<file path="config.mk">
export PLATFORM = sky130hd
export DESIGN_NAME = instr_seq
export DESIGN_NICKNAME = d
export VERILOG_FILES = /design/src/rtl/instr_seq_pkg.sv /design/src/rtl/trap_vec_calc.sv /design/src/rtl/instr_seq.sv
export SDC_FILE = /design/constraint.sdc
export NUM_CORES = 1
export LEC_CHECK = 0
export ABC_AREA = 1
export BUFFER_PORTS_ARGS = -buffer_cell sky130_fd_sc_hd__buf_2
export CAP_MARGIN = 10
export CORE_UTILIZATION = 43
export CTS_CLUSTER_DIAMETER = 80
export DETAILED_ROUTE_END_ITERATION = 10
export GPL_TIMING_DRIVEN = 0
export HOLD_SLACK_MARGIN = 0.08
export PLACE_DENSITY = 0.72
export REMOVE_ABC_BUFFERS = 1
export SLEW_MARGIN = 20
export SYNTH_ARGS = -nofsm -noshare
export SYNTH_HDL_FRONTEND = slang
export SYNTH_SLANG_ARGS = --single-unit
export TNS_END_PERCENT = 30
</file>
<file path="constraint.sdc">
create_clock -name clk -period 1.3 [get_ports clk]
set_clock_uncertainty 0.05 [all_clocks]
set_input_delay 0.195 -clock clk [delete_from_list [all_inputs] [get_ports clk]]
set_output_delay 0.195 -clock clk [all_outputs]
set_load 0.01 [all_outputs]
</file>
<file path="src/rtl/instr_seq_pkg.sv">
package instr_seq_pkg;
    typedef enum logic [3:0] {
        ST_FETCH,
        ST_FWAIT,
        ST_EXEC,
        ST_ICHK,
        ST_ISAVE,
        ST_IVRD,
        ST_IVLD,
        ST_TRD,
        ST_TLD,
        ST_RRD,
        ST_RLD,
        ST_HALT
    } seq_state_e;
endpackage

</file>
<file path="src/rtl/trap_vec_calc.sv">
module trap_vec_calc #(
    parameter int AW        = 11,
    parameter int TW        = 3,
    parameter int TRAP_CNT  = 4,
    parameter int TRAP_BASE = 1000
) (
    input  logic [TW-1:0] num,
    output logic [AW-1:0] vec_addr,
    output logic          num_ok
);
    localparam logic [AW-1:0] BASE_W = AW'(TRAP_BASE);

    assign vec_addr = BASE_W + AW'(num);
    assign num_ok   = (int'(num) >= 1) && (int'(num) <= TRAP_CNT);
endmodule

</file>
<file path="src/rtl/instr_seq.sv">
module instr_seq
    import instr_seq_pkg::*;
#(
    parameter int AW        = 11,
    parameter int DW        = 16,
    parameter int TW        = 3,
    parameter int TRAP_CNT  = 4,
    parameter int TRAP_BASE = 1000,
    parameter int START_PC  = 16
) (
    input  logic          clk,
    input  logic          rst_n,
    input  logic          irq_req,
    input  logic          dec_halt,
    input  logic          dec_trap,
    input  logic [TW-1:0] dec_trap_num,
    input  logic          dec_ien,
    input  logic          dec_ret,
    output logic [AW-1:0] mem_addr,
    output logic          mem_rd,
    output logic          mem_wr,
    output logic [DW-1:0] mem_wdata,
    input  logic [DW-1:0] mem_rdata,
    output logic [AW-1:0] pc_o,
    output logic [DW-1:0] ir_o,
    output logic          halted_o,
    output logic          ien_o,
    output logic          super_o,
    output logic          trap_err_o
);
    localparam logic [AW-1:0] SAVE_ADDR = '0;
    localparam logic [AW-1:0] VEC_ADDR  = AW'(1);
    localparam logic [AW-1:0] RST_PC    = AW'(START_PC);

    seq_state_e state_q, state_d;
    logic [AW-1:0] pc_q;
    logic [DW-1:0] ir_q;
    logic halted_q, ien_q, super_q, err_q;
    logic [AW-1:0] tvec;
    logic tnum_ok;
    logic irq_take;

    trap_vec_calc #(
        .AW(AW), .TW(TW), .TRAP_CNT(TRAP_CNT), .TRAP_BASE(TRAP_BASE)
    ) u_vec (
        .num(dec_trap_num),
        .vec_addr(tvec),
        .num_ok(tnum_ok)
    );

    assign irq_take = irq_req && ien_q;

    // state register
    always_ff @(posedge clk) begin
        if (!rst_n) state_q <= ST_FETCH;
        else        state_q <= state_d;
    end

    // next state
    always_comb begin
        state_d = state_q;
        unique case (state_q)
            ST_FETCH: state_d = ST_FWAIT;
            ST_FWAIT: state_d = ST_EXEC;
            ST_EXEC: begin
                if (dec_halt)      state_d = ST_HALT;
                else if (dec_trap) state_d = tnum_ok ? ST_TRD : ST_FETCH;
                else if (dec_ret)  state_d = ST_RRD;
                else               state_d = ST_ICHK;
            end
            ST_ICHK:  state_d = irq_take ? ST_ISAVE : ST_FETCH;
            ST_ISAVE: state_d = ST_IVRD;
            ST_IVRD:  state_d = ST_IVLD;
            ST_IVLD:  state_d = ST_FETCH;
            ST_TRD:   state_d = ST_TLD;
            ST_TLD:   state_d = ST_FETCH;
            ST_RRD:   state_d = ST_RLD;
            ST_RLD:   state_d = ST_FETCH;
            ST_HALT:  state_d = ST_HALT;
            default:  state_d = ST_FETCH;
        endcase
    end

    // architectural registers
    always_ff @(posedge clk) begin
        if (!rst_n) begin
            pc_q     <= RST_PC;
            ir_q     <= '0;
            halted_q <= 1'b0;
            ien_q    <= 1'b0;
            super_q  <= 1'b0;
            err_q    <= 1'b0;
        end else begin
            unique case (state_q)
                ST_FWAIT: ir_q <= mem_rdata;
                ST_EXEC: begin
                    if (dec_halt) begin
                        halted_q <= 1'b1;
                        pc_q     <= pc_q + AW'(1);
                    end else if (dec_trap) begin
                        if (!tnum_ok) err_q <= 1'b1;
                    end else if (!dec_ret) begin
                        pc_q <= pc_q + AW'(1);
                        if (dec_ien) ien_q <= 1'b1;
                    end
                end
                ST_ICHK: if (irq_take) ien_q <= 1'b0;
                ST_TRD:  super_q <= 1'b1;
                ST_TLD:  pc_q <= mem_rdata[AW-1:0];
                ST_IVLD: pc_q <= mem_rdata[AW-1:0];
                ST_RLD: begin
                    pc_q    <= mem_rdata[AW-1:0];
                    ien_q   <= 1'b1;
                    super_q <= 1'b0;
                end
                default: ;
            endcase
        end
    end

    // memory strobes
    always_comb begin
        mem_addr  = pc_q;
        mem_rd    = 1'b0;
        mem_wr    = 1'b0;
        mem_wdata = {{(DW-AW){1'b0}}, pc_q};
        unique case (state_q)
            ST_FETCH: mem_rd = 1'b1;
            ST_ISAVE: begin
                mem_wr   = 1'b1;
                mem_addr = SAVE_ADDR;
            end
            ST_IVRD: begin
                mem_rd   = 1'b1;
                mem_addr = VEC_ADDR;
            end
            ST_TRD: begin
                mem_rd   = 1'b1;
                mem_addr = tvec;
            end
            ST_RRD: begin
                mem_rd   = 1'b1;
                mem_addr = SAVE_ADDR;
            end
            default: ;
        endcase
    end

    assign pc_o       = pc_q;
    assign ir_o       = ir_q;
    assign halted_o   = halted_q;
    assign ien_o      = ien_q;
    assign super_o    = super_q;
    assign trap_err_o = err_q;
endmodule

</file>
# Word-level counts from Yosys, hierarchy flattened
# Cells that the tools add are included.
[totals]
wordCells = 64
in_bits = 26
ff_bits = 35
[classes]
bitwise = 2
n_eq_ne = 18
n_mux = 20
add_sub_neg = 2
n_reduce_logical = 13
magnitude_cmp = 2
[op_table]
columns = ["cell", "count"]
rows = [
  ["one-hot mux 4 bit (9 select lines)", 1],
  ["two-way mux 11 bit", 3],
  ["one-hot mux 11 bit (3 select lines)", 1],
  ["one-hot mux 11 bit (2 select lines)", 1],
  ["== test 4 x 3 -> 1 bit, second input constant", 4],
  ["== test 4 bit, second input constant", 4],
  ["two-way mux 4 bit", 3],
  ["adder 10 x 3 -> 11 bit, first input constant", 1],
  ["adder 11 x 1 -> 11 bit, second input constant", 1],
  ["inequality test 2 bit, second input constant", 5],
  ["== test 4 x 2 -> 1 bit, second input constant", 2],
  ["two-way mux 1 bit", 7],
  ["two-way mux 3 bit", 2],
  ["inequality test 3 bit, second input constant", 2],
  ["AND reduction 6 bit", 1],
  ["== test 4 x 1 -> 1 bit, second input constant", 1],
  ["zero test 4 bit", 1],
  ["AND reduction 4 bit", 1],
  ["nonzero test 2 bit", 2],
  ["OR reduction 4 bit", 1],
  [">= comparator 3 x 1 -> 1 bit, second input constant", 1],
  ["less-or-equal comparator 3 bit, second input constant", 1],
  ["one-hot mux 1 bit (3 select lines)", 1],
  ["AND reduction 3 bit", 1],
  ["other kinds (7)", 9],
]

# Longest topological paths before layout
[logic_depth]
depth_word = 6
ltp_mapped = 11
ltp_nobuf = 10

# Hierarchy
# Synthesis repeated with hierarchy kept, for this count alone.
[hier_totals]
cells_unflattened = 333
area_unflattened_um2 = 2135.8
[modules_own_cells]
columns = ["module", "instances", "area_per_inst_um2", "cells_per_inst"]
rows = [
  ["instr_seq", 1, 2019.4, 313],
  ["trap_vec_calc", 1, 116.4, 20],
]

# Least setup slack after synthesis
# OpenSTA, ideal clock, no wires.
[synth_path]
path_type = "register to output"
start = "register state_q[3]"
end = "output mem_addr[2]"
setup_slack_ps = -243
arrival_time_ps = 1298
path_stages_with_launch = 7
n_path_buf = 0
cell_sequence = "dfxtp_1 nor2_4 nand3_2 inv_1 nor2_1 nand2_2 o21ai_0"
[synth_between]
elab_chain_len = 3
[synth_rtl]
columns = ["item", "line", "source"]
rows = [
  ["start: declaration", "instr_seq.sv:35", "seq_state_e state_q, state_d;"],
  ["start signal: assignment", "instr_seq.sv:56", "else state_q <= state_d;"],
  ["== test 4 x 3 -> 1 bit or == test 4 bit (tied branches)", "instr_seq.sv:127", "unique case (state_q)"],
  ["OR reduction 2 bit (no source line)", "--", ""],
  ["one-hot mux 11 bit (3 select lines) (*)", "instr_seq.sv:127", ""],
  ["end: declaration", "instr_seq.sv:19", "output logic [AW-1:0] mem_addr,"],
]
# Mark *: on every way between the ends. The rest lies on a longest branch, timed or not.

# Worst setup path in the final report
[layout_path]
start = "register state_q[2]"
end = "output mem_addr[1]"
# Same word-level chain as after synthesis.

==> impl_metrics.py <==
metrics = {
    "status": {
        "status": "finished, violations left",
        "violations": "DRC, setup timing",
    },
    "worst_hold_path": {
        "hold_path_depth": 3,
        "hold_path.class": "input port to flop",
        "hp-start": "mem_rdata[1]",
        "min_to": "ir_o[1]$_SDFFE_PN0P_",
    },
    "setup_path": {
        "crit_arrival_ns": 1.51,
        "critical_path.cell_chain": "buf_6 > nor3_4 > nor2_4 > nand2_4 > inv_4 > nand2_2 > nand2_2 > buf_6",
        "crit_type": "flop to output pin",
        "required_ns": 1.05,
        "slowest_stage": "dfxtp_4",
        "start_kind": "flop",
        "regToRegSetupSlack_ns": -0.31,
        "cpPeakStageDelay_ns": 0.37,
        "crit_path_end_kind": "output pin",
        "r2r_end": "pc_o[7]$_SDFFE_PN0P_",
        "rr_startpoint": "state_q[1]$_SDFF_PN0_",
        "worst_r2r_path_depth": 10,
        "path_max_fanout": 4,
    },
    "synthesis": {
        "synth_compound_area_frac": 0.141,
        "synth_edf_count": 0,
        "synth_top_family_by_area": "simple AND/OR/NAND/NOR gates",
        "seq_area_frac_synth": 0.341,
        "synth_xor_area_frac": 0.00853,
        "ys_warn_count": 0,
        "yosys.area.top_type_share": 0.341,
        "synthCells": 305,
        "synth.area.top_cells": "dfxtp_1 (34%), nor2_1 (12%), nand2_1 (11%)",
        "yosys.area.top_type": "dfxtp_1",
        "synthSimpleGateAreaFrac": 0.365,
        "synthMuxAreaShare": 0,
        "synth-main-ff-cell": "dfxtp_1",
        "async_reset_ff_frac": 0,
        "synth_seq_cells": 35,
        "ys_top_cells_by_count": "nor2_1 (65), nand2_1 (61), dfxtp_1 (35), o21ai_0 (27), inv_1 (21)",
        "synth_area_mm2": 0.00205,
        "synth-adder-area-share": 0.00609,
        "avgSynthCellArea_um2": 6.74,
        "ys_types": 33,
        "post-synth-top-count-cell": "nor2_1",
    },
    "clock_tree": {
        "cts_made_buffers": 5,
        "htreeDepth": 2,
        "clockBufferDepth": 2,
        "clock-sinks": 35,
        "clkLatencyLatePin_ns": 0.29,
        "cts_tree": "yes",
        "clock-root-buffer": "clkbuf_8",
        "cts.clk_slew.worst_paths_ns": 0.08,
    },
    "detailed_routing": {
        "vias": 2348,
        "drc": 5,
        "final_antenna_net_count": 0,
        "drt_pass1_iterations": 8,
        "drtIter0Drc": 248,
        "wire_per_inst_um": 13.7,
        "wl_mm": 6.22,
        "vias_per_cell": 5.18,
    },
    "sta": {
        "rsz0062_at_grt": "yes",
        "worst_pin_slew_ns": 0.513,
        "setup_viol": 43,
        "fin_crit_sh": 1.35,
        "min_period_ns": 1.76,
        "hold_violations": 0,
        "max_freq_mhz": 569,
        "setup_slack_ns": -0.457,
        "drv_slew": 0,
        "max_slew_margin": 0.657,
    },
    "global_route": {
        "antenna_found_initial": 0,
        "first_global_vias": 2066,
        "grt_max_degree": 24,
        "grt_overflow": 0,
        "grt_usage": 0.245,
        "grt_pass1_wl_mm": 9.67,
    },
    "floorplanning": {
        "io_pins": 86,
        "rows": 24,
        "fp.coreArea_mm2": 0.00447,
        "die_x_um": 71.1,
        "fp.dieH_um": 71.1,
        "initial_core_util": 0.459,
        "die_area_mm2": 0.00506,
    },
    "pwr": {
        "p_leak_nw": 1.46,
        "p_sw_w": 0.00196,
        "p_seq_frac": 0.333,
        "power.internal_w": 0.00293,
        "clockPowerShare": 0.218,
        "powerDensity_mw_per_mm2": 1670,
        "peakVddDrop_mv": 1.05,
        "pwr-share-comb": 0.449,
        "swShare": 0.401,
    },
    "final_layout": {
        "post-route-util": 0.654,
        "area_delta_synth_final_pct": 42.4,
        "fin_nets": 427,
        "num_antenna_cells": 0,
        "nFillCells": 387,
        "drive_gt1_frac": 0.436,
    },
    "job": {
        "maxCapViolCount": 0,
    },
    "placed_design": {
        "globalplace.congestion": 0.874,
        "detailedPlace.worstSlack_ns": -0.614,
        "hpwl_mm": 3.86,
        "portBuffers": 80,
    },
}
routing by layer:
metal | global-route usage | up-vias | routed length, um
met5 | 0 | - | 0
met2 | 0.386 | 139 | 2910
li1 | - | 1149 | -
met3 | 0.0584 | 16 | 539
met1 | 0.330 | 1044 | 2630
met4 | 0.0867 | 0 | 140
power groups by stage:
stage / logic [W] / registers, W / clock network, W
2_1_floorplan: 0.000869 / 0.00172 / 0
3_3_place_gp: 0.00160 / 0.00160 / 0
3_5_place_dp: 0.00161 / 0.00160 / 0
4_1_cts: 0.00187 / 0.00161 / 0.00108
5_1_grt: 0.00242 / 0.00167 / 0.00113
6_report: 0.00219 / 0.00163 / 0.00106
registers in the layout (all words and copies together), names as in the netlist:
signal,cells
state_q,4
pc_o,11
halted_o,1
ien_o,1
ir_o,16
trap_err_o,1
super_o,1
layout by cell type (no fill, tap or decap), drive strengths merged:
cell type	Yosys	routed
a211oi	3	3
a21oi	17	17
a31oi	2	2
buf	21	103
bufinv	0	1
clkbuf	3	6
clkinvlp	0	2
conb	1	5
dfxtp	35	35
dlygate4sd3	0	4
ha	1	1
inv	25	25
nand2	64	64
nand3	18	18
nand3b	1	1
nand4	1	1
nor2	74	74
nor3	5	5
o21a	1	1
o21ai	30	30
o31ai	1	1
xor2	2	2
per-stage QoR:
step	instances	area, um2	hold slack (ns)	total power (W)	TNS, ns
after floorplan	285	1890	0.229	0.00259	-5.56
after global placement	417	2350	0.368	0.00320	-17.09
after detailed placement	417	2350	0.374	0.00321	-17.30
after CTS	444	2720	0.0871	0.00456	-9.06
after global routing	453	2930	0.0950	0.00522	-14.92
final	453	2930	0.0961	0.00489	-11.48
critical path: cells and delay by family, from the launching register on:
family / cells / cell delay (ns)
AND/OR/NAND/NOR: 5 / 0.53
flip-flops: 1 / 0.37
buffers and inverters: 3 / 0.31
cells by family (layout without fill, tap and decap cells):
kind of cell | count (synthesis) | after routing
AOI/OAI and AO/OA | 54 | 54
and+or+nand+nor | 163 | 163
DFF | 35 | 35
buffers and inverters | 49 | 141
other | 1 | 5
adders and majority gates | 1 | 1
xor gates and xnor gates | 2 | 2
layout make-up:
cell class	count	area (um2)	share of cell area
repair inverters	1	7.51	0.00257
clock inverters	2	38.8	0.0133
clock buffers	6	82.6	0.0282
flip-flops and latches	35	718	0.245
multi-input cells	225	1230	0.419
repair buffers	107	667	0.228
inverters	25	120	0.0410
well taps	52	65.1	0.0222
how the worst max path moves through the flow:
| stage | to | from | cells after the start |
|---|---|---|---|
| detailed placement | mem_addr[1] | state_q[2]$_SDFF_PN0_ | 10 |
| finish | mem_addr[1] | state_q[2]$_SDFF_PN0_ | 8 |
| CTS | mem_addr[1] | state_q[1]$_SDFF_PN0_ | 9 |
| floorplan | mem_addr[2] | state_q[3]$_SDFF_PN0_ | 6 |
| global placement | mem_addr[0] | state_q[2]$_SDFF_PN0_ | 10 |
| global route | mem_addr[2] | state_q[2]$_SDFF_PN0_ | 8 |
what timing repair did:
item	in CTS	in global routing
setup buffers	14	9
hold buffers	4	0
endpoints found under the hold margin	4	0
resized for setup	37	44
cloned	1	0
setup endpoints to repair	46	46
pin swaps	10	16
Power figures use the tool's default switching activity.
